$ cat config.mk
export PLATFORM = sky130hd
export DESIGN_NAME = gpio_bank_regs
export DESIGN_NICKNAME = d
export VERILOG_FILES = /design/src/rtl/gpio_regs_pkg.sv /design/src/rtl/gpio_addr_decode.sv /design/src/rtl/gpio_bank_slice.sv /design/src/rtl/gpio_bank_regs.sv
export SDC_FILE = /design/constraint.sdc
export NUM_CORES = 2
export LEC_CHECK = 0
export ABC_AREA = 0
export BUFFER_PORTS_ARGS = -buffer_cell sky130_fd_sc_hd__buf_2
export CAP_MARGIN = 20
export CELL_PAD_IN_SITES_DETAIL_PLACEMENT = 1
export CELL_PAD_IN_SITES_GLOBAL_PLACEMENT = 2
export CORE_AREA = 2 2 430 432
export CTS_CLUSTER_SIZE = 30
export DETAILED_ROUTE_END_ITERATION = 6
export DIE_AREA = 0 0 432 434
export HOLD_SLACK_MARGIN = 0.03
export PLACE_DENSITY = 0.79
export SLEW_MARGIN = 30
export SYNTH_ARGS = -nofsm -noshare
export SYNTH_HDL_FRONTEND = slang
export SYNTH_SLANG_ARGS = --single-unit
$ cat constraint.sdc
create_clock -name clk_i -period 1.4 [get_ports clk_i]
set_input_delay 0.07 -clock clk_i [delete_from_list [all_inputs] [get_ports clk_i]]
set_output_delay 0.07 -clock clk_i [all_outputs]
set_load 0.01 [all_outputs]
$ cat src/rtl/gpio_regs_pkg.sv
package gpio_regs_pkg;
  localparam int NBANK     = 4;
  localparam int WIN_BYTES = 512;

  typedef enum logic [3:0] {
    K_NONE  = 4'd0,
    K_LEVEL = 4'd1,
    K_DIR   = 4'd2,
    K_SET   = 4'd3,
    K_CLR   = 4'd4,
    K_RISE  = 4'd5,
    K_FALL  = 4'd6,
    K_STAT  = 4'd7,
    K_AFLO  = 4'd8,
    K_AFHI  = 4'd9
  } reg_kind_e;

  typedef struct packed {
    reg_kind_e  kind;
    logic [1:0] bank;
  } reg_sel_t;
endpackage

$ cat src/rtl/gpio_addr_decode.sv
module gpio_addr_decode
  import gpio_regs_pkg::*;
#(
  parameter int ADDR_W = 12
) (
  input  logic [ADDR_W-1:0] addr_i,
  output reg_sel_t          sel_o,
  output logic              in_win_o
);
  logic [5:0] idx;
  logic       upper;

  assign idx      = addr_i[7:2];
  assign upper    = addr_i[8];
  assign in_win_o = addr_i < ADDR_W'(WIN_BYTES);

  // Low region: 7 kinds x 3 banks, then 8 alternate-function words.
  // Upper region: same kind stride, bank 3 only.
  always_comb begin
    sel_o.kind = K_NONE;
    sel_o.bank = 2'd0;
    if (in_win_o && addr_i[1:0] == 2'b00) begin
      if (!upper) begin
        if (idx < 6'd21) begin
          sel_o.kind = reg_kind_e'(4'(idx / 6'd3) + 4'd1);
          sel_o.bank = 2'(idx % 6'd3);
        end else if (idx < 6'd29) begin
          sel_o.kind = idx[0] ? K_AFLO : K_AFHI;
          sel_o.bank = 2'((idx - 6'd21) >> 1);
        end
      end else if (idx < 6'd21 && (idx % 6'd3) == 6'd0) begin
        sel_o.kind = reg_kind_e'(4'(idx / 6'd3) + 4'd1);
        sel_o.bank = 2'd3;
      end
    end
  end
endmodule

$ cat src/rtl/gpio_bank_slice.sv
module gpio_bank_slice
  import gpio_regs_pkg::*;
#(
  parameter int BANK_W = 32
) (
  input  logic              clk_i,
  input  logic              rst_ni,
  input  logic              wr_i,
  input  reg_kind_e         kind_i,
  input  logic [BANK_W-1:0] wdata_i,
  input  logic [BANK_W-1:0] in_i,
  input  logic [BANK_W-1:0] stat_i,
  output logic [BANK_W-1:0] rdata_o,
  output logic [BANK_W-1:0] drv_o,
  output logic [BANK_W-1:0] oe_o,
  output logic [BANK_W-1:0] chg_o,
  output logic [BANK_W-1:0] rise_o,
  output logic [BANK_W-1:0] fall_o
);
  logic [BANK_W-1:0] dir_q, ol_q, rise_q, fall_q, aflo_q, afhi_q, drv_q;

  always_ff @(posedge clk_i or negedge rst_ni) begin
    if (!rst_ni) begin
      dir_q  <= '0;
      ol_q   <= '0;
      rise_q <= '0;
      fall_q <= '0;
      aflo_q <= '0;
      afhi_q <= '0;
      drv_q  <= '0;
    end else begin
      drv_q <= drv_o;
      if (wr_i) begin
        unique case (kind_i)
          K_DIR:   dir_q  <= wdata_i;
          K_SET:   ol_q   <= ol_q | wdata_i;
          K_CLR:   ol_q   <= ol_q & ~wdata_i;
          K_RISE:  rise_q <= wdata_i;
          K_FALL:  fall_q <= wdata_i;
          K_AFLO:  aflo_q <= wdata_i;
          K_AFHI:  afhi_q <= wdata_i;
          default: ;
        endcase
      end
    end
  end

  assign drv_o  = ol_q & dir_q;
  assign oe_o   = dir_q;
  assign chg_o  = drv_o ^ drv_q;
  assign rise_o = rise_q;
  assign fall_o = fall_q;

  always_comb begin
    unique case (kind_i)
      K_LEVEL: rdata_o = (ol_q & dir_q) | (in_i & ~dir_q);
      K_DIR:   rdata_o = dir_q;
      K_RISE:  rdata_o = rise_q;
      K_FALL:  rdata_o = fall_q;
      K_AFLO:  rdata_o = aflo_q;
      K_AFHI:  rdata_o = afhi_q;
      K_STAT:  rdata_o = stat_i;
      default: rdata_o = '0;
    endcase
  end

  assert_set_no_clear_R4: assert property (@(posedge clk_i) disable iff (!rst_ni)
    (wr_i && kind_i == K_SET) |=>
      ((ol_q & $past(wdata_i)) == $past(wdata_i)) && ((ol_q & $past(ol_q)) == $past(ol_q)));

  assert_clr_no_set_R5: assert property (@(posedge clk_i) disable iff (!rst_ni)
    (wr_i && kind_i == K_CLR) |=>
      ((ol_q & $past(wdata_i)) == '0) && ((ol_q & ~$past(ol_q)) == '0));

  assert_chg_only_on_drive_write_R9: assert property (@(posedge clk_i) disable iff (!rst_ni)
    !(wr_i && (kind_i == K_DIR || kind_i == K_SET || kind_i == K_CLR)) |=> chg_o == '0);

  assert_dir_hold_R3: assert property (@(posedge clk_i) disable iff (!rst_ni)
    !(wr_i && kind_i == K_DIR) |=> $stable(oe_o));
endmodule

$ cat src/rtl/gpio_bank_regs.sv
module gpio_bank_regs
  import gpio_regs_pkg::*;
#(
  parameter int BANK_W = 32,
  parameter int ADDR_W = 12,
  localparam int PIN_N = NBANK * BANK_W
) (
  input  logic              clk_i,
  input  logic              rst_ni,
  input  logic              req_i,
  input  logic              we_i,
  input  logic [ADDR_W-1:0] addr_i,
  input  logic [BANK_W-1:0] wdata_i,
  output logic [BANK_W-1:0] rdata_o,
  output logic              err_o,
  input  logic [PIN_N-1:0]  pin_i,
  output logic [PIN_N-1:0]  pin_o,
  output logic [PIN_N-1:0]  pin_oe_o,
  output logic [PIN_N-1:0]  pin_chg_o,
  output logic [PIN_N-1:0]  rise_en_o,
  output logic [PIN_N-1:0]  fall_en_o,
  input  logic [PIN_N-1:0]  stat_i,
  output logic [PIN_N-1:0]  stat_clr_o,
  output logic [NBANK-1:0]  stat_rd_o
);
  reg_sel_t          sel;
  logic              in_win, mapped;
  logic [PIN_N-1:0]  in_q;
  logic [BANK_W-1:0] rd_v [NBANK];

  gpio_addr_decode #(.ADDR_W(ADDR_W)) u_dec (
    .addr_i   (addr_i),
    .sel_o    (sel),
    .in_win_o (in_win)
  );

  assign mapped = sel.kind != K_NONE;

  for (genvar b = 0; b < NBANK; b++) begin : g_bank
    logic wr_b;
    assign wr_b = req_i && we_i && mapped && sel.bank == 2'(b);

    gpio_bank_slice #(.BANK_W(BANK_W)) u_bank (
      .clk_i   (clk_i),
      .rst_ni  (rst_ni),
      .wr_i    (wr_b),
      .kind_i  (sel.kind),
      .wdata_i (wdata_i),
      .in_i    (in_q[b*BANK_W +: BANK_W]),
      .stat_i  (stat_i[b*BANK_W +: BANK_W]),
      .rdata_o (rd_v[b]),
      .drv_o   (pin_o[b*BANK_W +: BANK_W]),
      .oe_o    (pin_oe_o[b*BANK_W +: BANK_W]),
      .chg_o   (pin_chg_o[b*BANK_W +: BANK_W]),
      .rise_o  (rise_en_o[b*BANK_W +: BANK_W]),
      .fall_o  (fall_en_o[b*BANK_W +: BANK_W])
    );
  end

  always_ff @(posedge clk_i or negedge rst_ni) begin
    if (!rst_ni) begin
      in_q       <= '0;
      rdata_o    <= '0;
      err_o      <= 1'b0;
      stat_clr_o <= '0;
      stat_rd_o  <= '0;
    end else begin
      in_q    <= pin_i;
      rdata_o <= (req_i && !we_i && mapped) ? rd_v[sel.bank] : '0;
      err_o   <= req_i && in_win && !mapped;
      for (int b = 0; b < NBANK; b++) begin
        stat_clr_o[b*BANK_W +: BANK_W] <=
          (req_i && we_i && sel.kind == K_STAT && sel.bank == 2'(b)) ? wdata_i : '0;
        stat_rd_o[b] <= req_i && !we_i && sel.kind == K_STAT && sel.bank == 2'(b);
      end
    end
  end

  assert_out_of_window_quiet_R12: assert property (@(posedge clk_i) disable iff (!rst_ni)
    (req_i && !in_win) |=> (!err_o && rdata_o == '0));

  assert_unmapped_err_R13: assert property (@(posedge clk_i) disable iff (!rst_ni)
    (req_i && in_win && !mapped) |=> (err_o && rdata_o == '0));

  assert_err_needs_req_R13: assert property (@(posedge clk_i) disable iff (!rst_ni)
    err_o |-> $past(req_i));

  assert_wo_reads_zero_R6: assert property (@(posedge clk_i) disable iff (!rst_ni)
    (req_i && !we_i && (sel.kind == K_SET || sel.kind == K_CLR)) |=> rdata_o == '0);

  assert_stat_rd_single_R11: assert property (@(posedge clk_i) disable iff (!rst_ni)
    $onehot0(stat_rd_o));
endmodule

==> results.md <==
- Status: finished with violations
- Failing checks: negative setup slack
- Crit path arrival time: 4630 ps
- H-tree depth: 4
- Commonest non-fill, non-tap cell in the layout: dfrtp_1
- CTS tree: done
- Syn_nets: 4588
- DRT antenna net count: 0
- Worst slew pin tran: 934 ps
- Clock buffer count from CTS: 144
- Vias per inst: 5.26
- Yosys reg bits: 1189
- Int Pwr: 60.5 mW
- Reg-to-reg startpoint: g_bank[2].u_bank.fall_o[14]$_DFFE_PN0P_
- Most frequent cells in the layout: dfrtp_1, buf_2, buf_4
- Minimum clock period: 3950 ps
- Final Setup Violations: 1610
- GP Congestion: 0.936
- I/O pin count: 1109
- Top cell type's share of synthesized area: 0.576
- Startpoint types: input port
- Placeable Area: 182000 um^2
- Setup CP Type: in -> reg
- Largest net degree at the start of global routing: 77
- Die area: 187000 um^2
- Nets: 6916
- Seq/Total Area, Yosys: 0.576
- Period utilisation layout: 2.82
- R2R Path End: rdata_o[14]$_DFF_PN0_
- Crit end category: register
- Hold Path Origin: stat_i[96]
- Post-placement cell count: 8439
- Most used routing layer: met2
- Slew Viols, Final: 0
- Clk pwr share: 0.501
- Clock buffer depth: 3
- Hold WS: 112 ps
- Iter 0 DRT Violations: 4060
- Finished Layout Cells: 9134
- Max cap viols: 0
- # fillers: 19600
- Clock sink total: 1189
- Met1 Use GR: 0.409
- Root buf cell: clkbuf_16
- Tot GR Track Use: 0.319
- Area Overhead vs Synth: 55.5%
- Switching share of power: 0.244
- Pwr Density: 996 nW/um^2
- Tot Pwr: 80.1 mW
- Max VDD drop: 921 uV
- Clk_lat worst skew: 820 ps
- Setup WS post-layout: -2550 ps
- DRC viols: 0
- Grt total ovfl: 0
- RSZ-0062 raised after global routing: yes
- First-pass GRT wire length: 415 mm
- Initial Utilization: 0.283
- Antenna violations before repair: 62
- Ys flop type: dfrtp_1
- CTS clk-pin slew, worst paths: 60 ps
- Hold depth: 7
- Synth Cell Area: 51700 um^2
- Synth top area cells: dfrtp_1, mux2_2, mux2_1
- Total wire length: 307 mm
- Maximum fanout along the worst path: 5
- Worst endpoint required time: 2070 ps
- Buffers on Ports: 1108
- Die height: 434 um
- Syn. warnings: 0
- Routed wire per std cell: 33.6 um
- Met3 Usage GRT: 0.0658
- Drt pass-1 iters: 7
- Max Freq: 253 MHz
- Slew headroom: 0.377
- Post-synth EDFFs: 0
- Final TNS setup: -2269430 ps
- Worst hold endpoint: rdata_o[0]$_DFF_PN0_
- Avg Inst Size Synth: 12.1 um^2
- Sequential share of power: 0.433
- GR Util met2: 0.501
- Vias: 48000
- Combinational cell fraction of total power: 0.067
- Hold Vio Cnt, Final: 0
- Synth Instances: 4278
- Layout cell share with drive strength beyond 1: 0.496
- Vias in the first global route: 50400
- Switching power: 19.5 mW
- Rows: 157
- Worst-case reg-to-reg path depth: 6
- Die W: 432 um
- Hpwl dp: 225 mm
- Clock skew: 45.3 ps
- Async SR Flop Fraction: 1.00
- Largest area contributor in the netlist: dfrtp_1
- Type of the tightest min-delay check: in -> reg
- Netlist cell types: 82
- Leakage: 42.1 nW
- R2R Setup Slk: -660 ps
-- kinds of logic after synthesis --
family                     Yosys count  share of synthesized area
AOI/OAI and AO/OA                  737                     0.0995
xor gates and xnor gates           134                     0.0227
adders and majority gates            6                    0.00145
buffers and inverters              430                     0.0341
DFF                               1189                      0.576
muxes                              785                      0.171
and+or+nand+nor                    997                     0.0959
-- final cells by class --
type                            count  area [um^2]  share of cell area
Inverter                           76          285             0.00355
Timing Repair Buffer             2535        20100               0.250
Antenna cell                       34         85.1             0.00106
Multi-Input combinational cell   2660        22200               0.276
Sequential cell                  1189        29800               0.370
Clock buffer                      204         4180              0.0520
Tap cell                         2385         2980              0.0371
Clock inverter                     51          823              0.0102
-- worst max-delay path: stages --
cell and delay, ps:
buf_12 110, or3b_4 400, o211ai_2 80, and2_4 180
ha_4 180, nor2b_4 60, mux2_2 250, a221o_1 410
a211o_1 360, buf_4 160, o21a_1 220, a22oi_2 210
buf_6 170, a211oi_4 70, buf_12 140, buf_12 130
buf_8 120, nand3b_1 370, a31oi_4 180, nor4_4 600
a21oi_1 120
-- metrics by stage --
step / instance area (um^2) / util / setup WS (ps)
after floorplan: 52300 / - / -2930
after global placement: 69200 / 0.379 / -4320
final: 80400 / 0.440 / -2550
after CTS: 79600 / 0.436 / -2340
after detailed placement: 69200 / 0.379 / -3930
after global routing: 80300 / 0.440 / -2580
-- routing by layer --
| metal | wire length (um) | vias up |
|---|---|---|
| li1 | - | 19900 |
| met1 | 124000 | 25400 |
| met2 | 141000 | 2104 |
| met3 | 22100 | 615 |
| met4 | 20400 | 24 |
| met5 | 161 | - |
-- timing repair --
| item | 4_1_cts | 5_1_grt |
|---|---|---|
| hold buffers | 309 | 1 |
| cloned | 18 | 7 |
| setup endpoints to repair | 1737 | 1736 |
| pin swaps | 84 | 30 |
| endpoints found under the hold margin | 2147 | 1 |
| gates resized for setup | 262 | 94 |
| buffers inserted | 71 | 6 |
-- worst max-delay path by stage --
stage / start / to / slack [ps] / depth (start not counted)
2_1_floorplan: addr_i[4] / g_bank[1].u_bank.afhi_q[10]$_DFFE_PN0P_ / -2930 / 23
3_3_place_gp: addr_i[4] / rdata_o[16]$_DFF_PN0_ / -4320 / 19
3_5_place_dp: addr_i[5] / rdata_o[16]$_DFF_PN0_ / -3930 / 22
4_1_cts: addr_i[5] / rdata_o[16]$_DFF_PN0_ / -2340 / 20
5_1_grt: addr_i[5] / rdata_o[16]$_DFF_PN0_ / -2580 / 21
6_report: addr_i[5] / rdata_o[16]$_DFF_PN0_ / -2550 / 21
-- synthesized netlist by cell type (11+ instances only) --
| cell type | n |
|---|---|
| mux2_1 | 171 |
| mux2i_1 | 15 |
| mux2_2 | 599 |
| a21oi_1 | 238 |
| a211oi_1 | 41 |
| and2_1 | 236 |
| nor2b_1 | 29 |
| nand3b_1 | 21 |
| nor2_1 | 47 |
| a221oi_1 | 73 |
| clkbuf_1 | 229 |
| a22o_1 | 37 |
| o22ai_1 | 26 |
| a31oi_1 | 41 |
| nand2_1 | 436 |
| buf_1 | 14 |
| o21ai_0 | 64 |
| buf_2 | 107 |
| nand3_1 | 118 |
| nand2b_1 | 32 |
| xor2_1 | 105 |
| a21o_1 | 11 |
| a22oi_1 | 41 |
| xnor2_1 | 29 |
| nor4_1 | 15 |
| o211ai_1 | 21 |
| dfrtp_1 | 1189 |
| inv_1 | 76 |
| a221o_1 | 37 |
| o2111ai_1 | 30 |
-- power groups by stage --
stage | combinational, mW | clock, mW | sequential [mW]
after floorplan | 1.16 | 0 | 35.2
after global placement | 4.17 | 0 | 35.3
after detailed placement | 4.22 | 0 | 35.3
after CTS | 5.25 | 40.7 | 34.6
after global routing | 5.63 | 42.0 | 34.6
final | 5.33 | 40.1 | 34.7
Note: power is estimated with default switching activity, not from simulation.
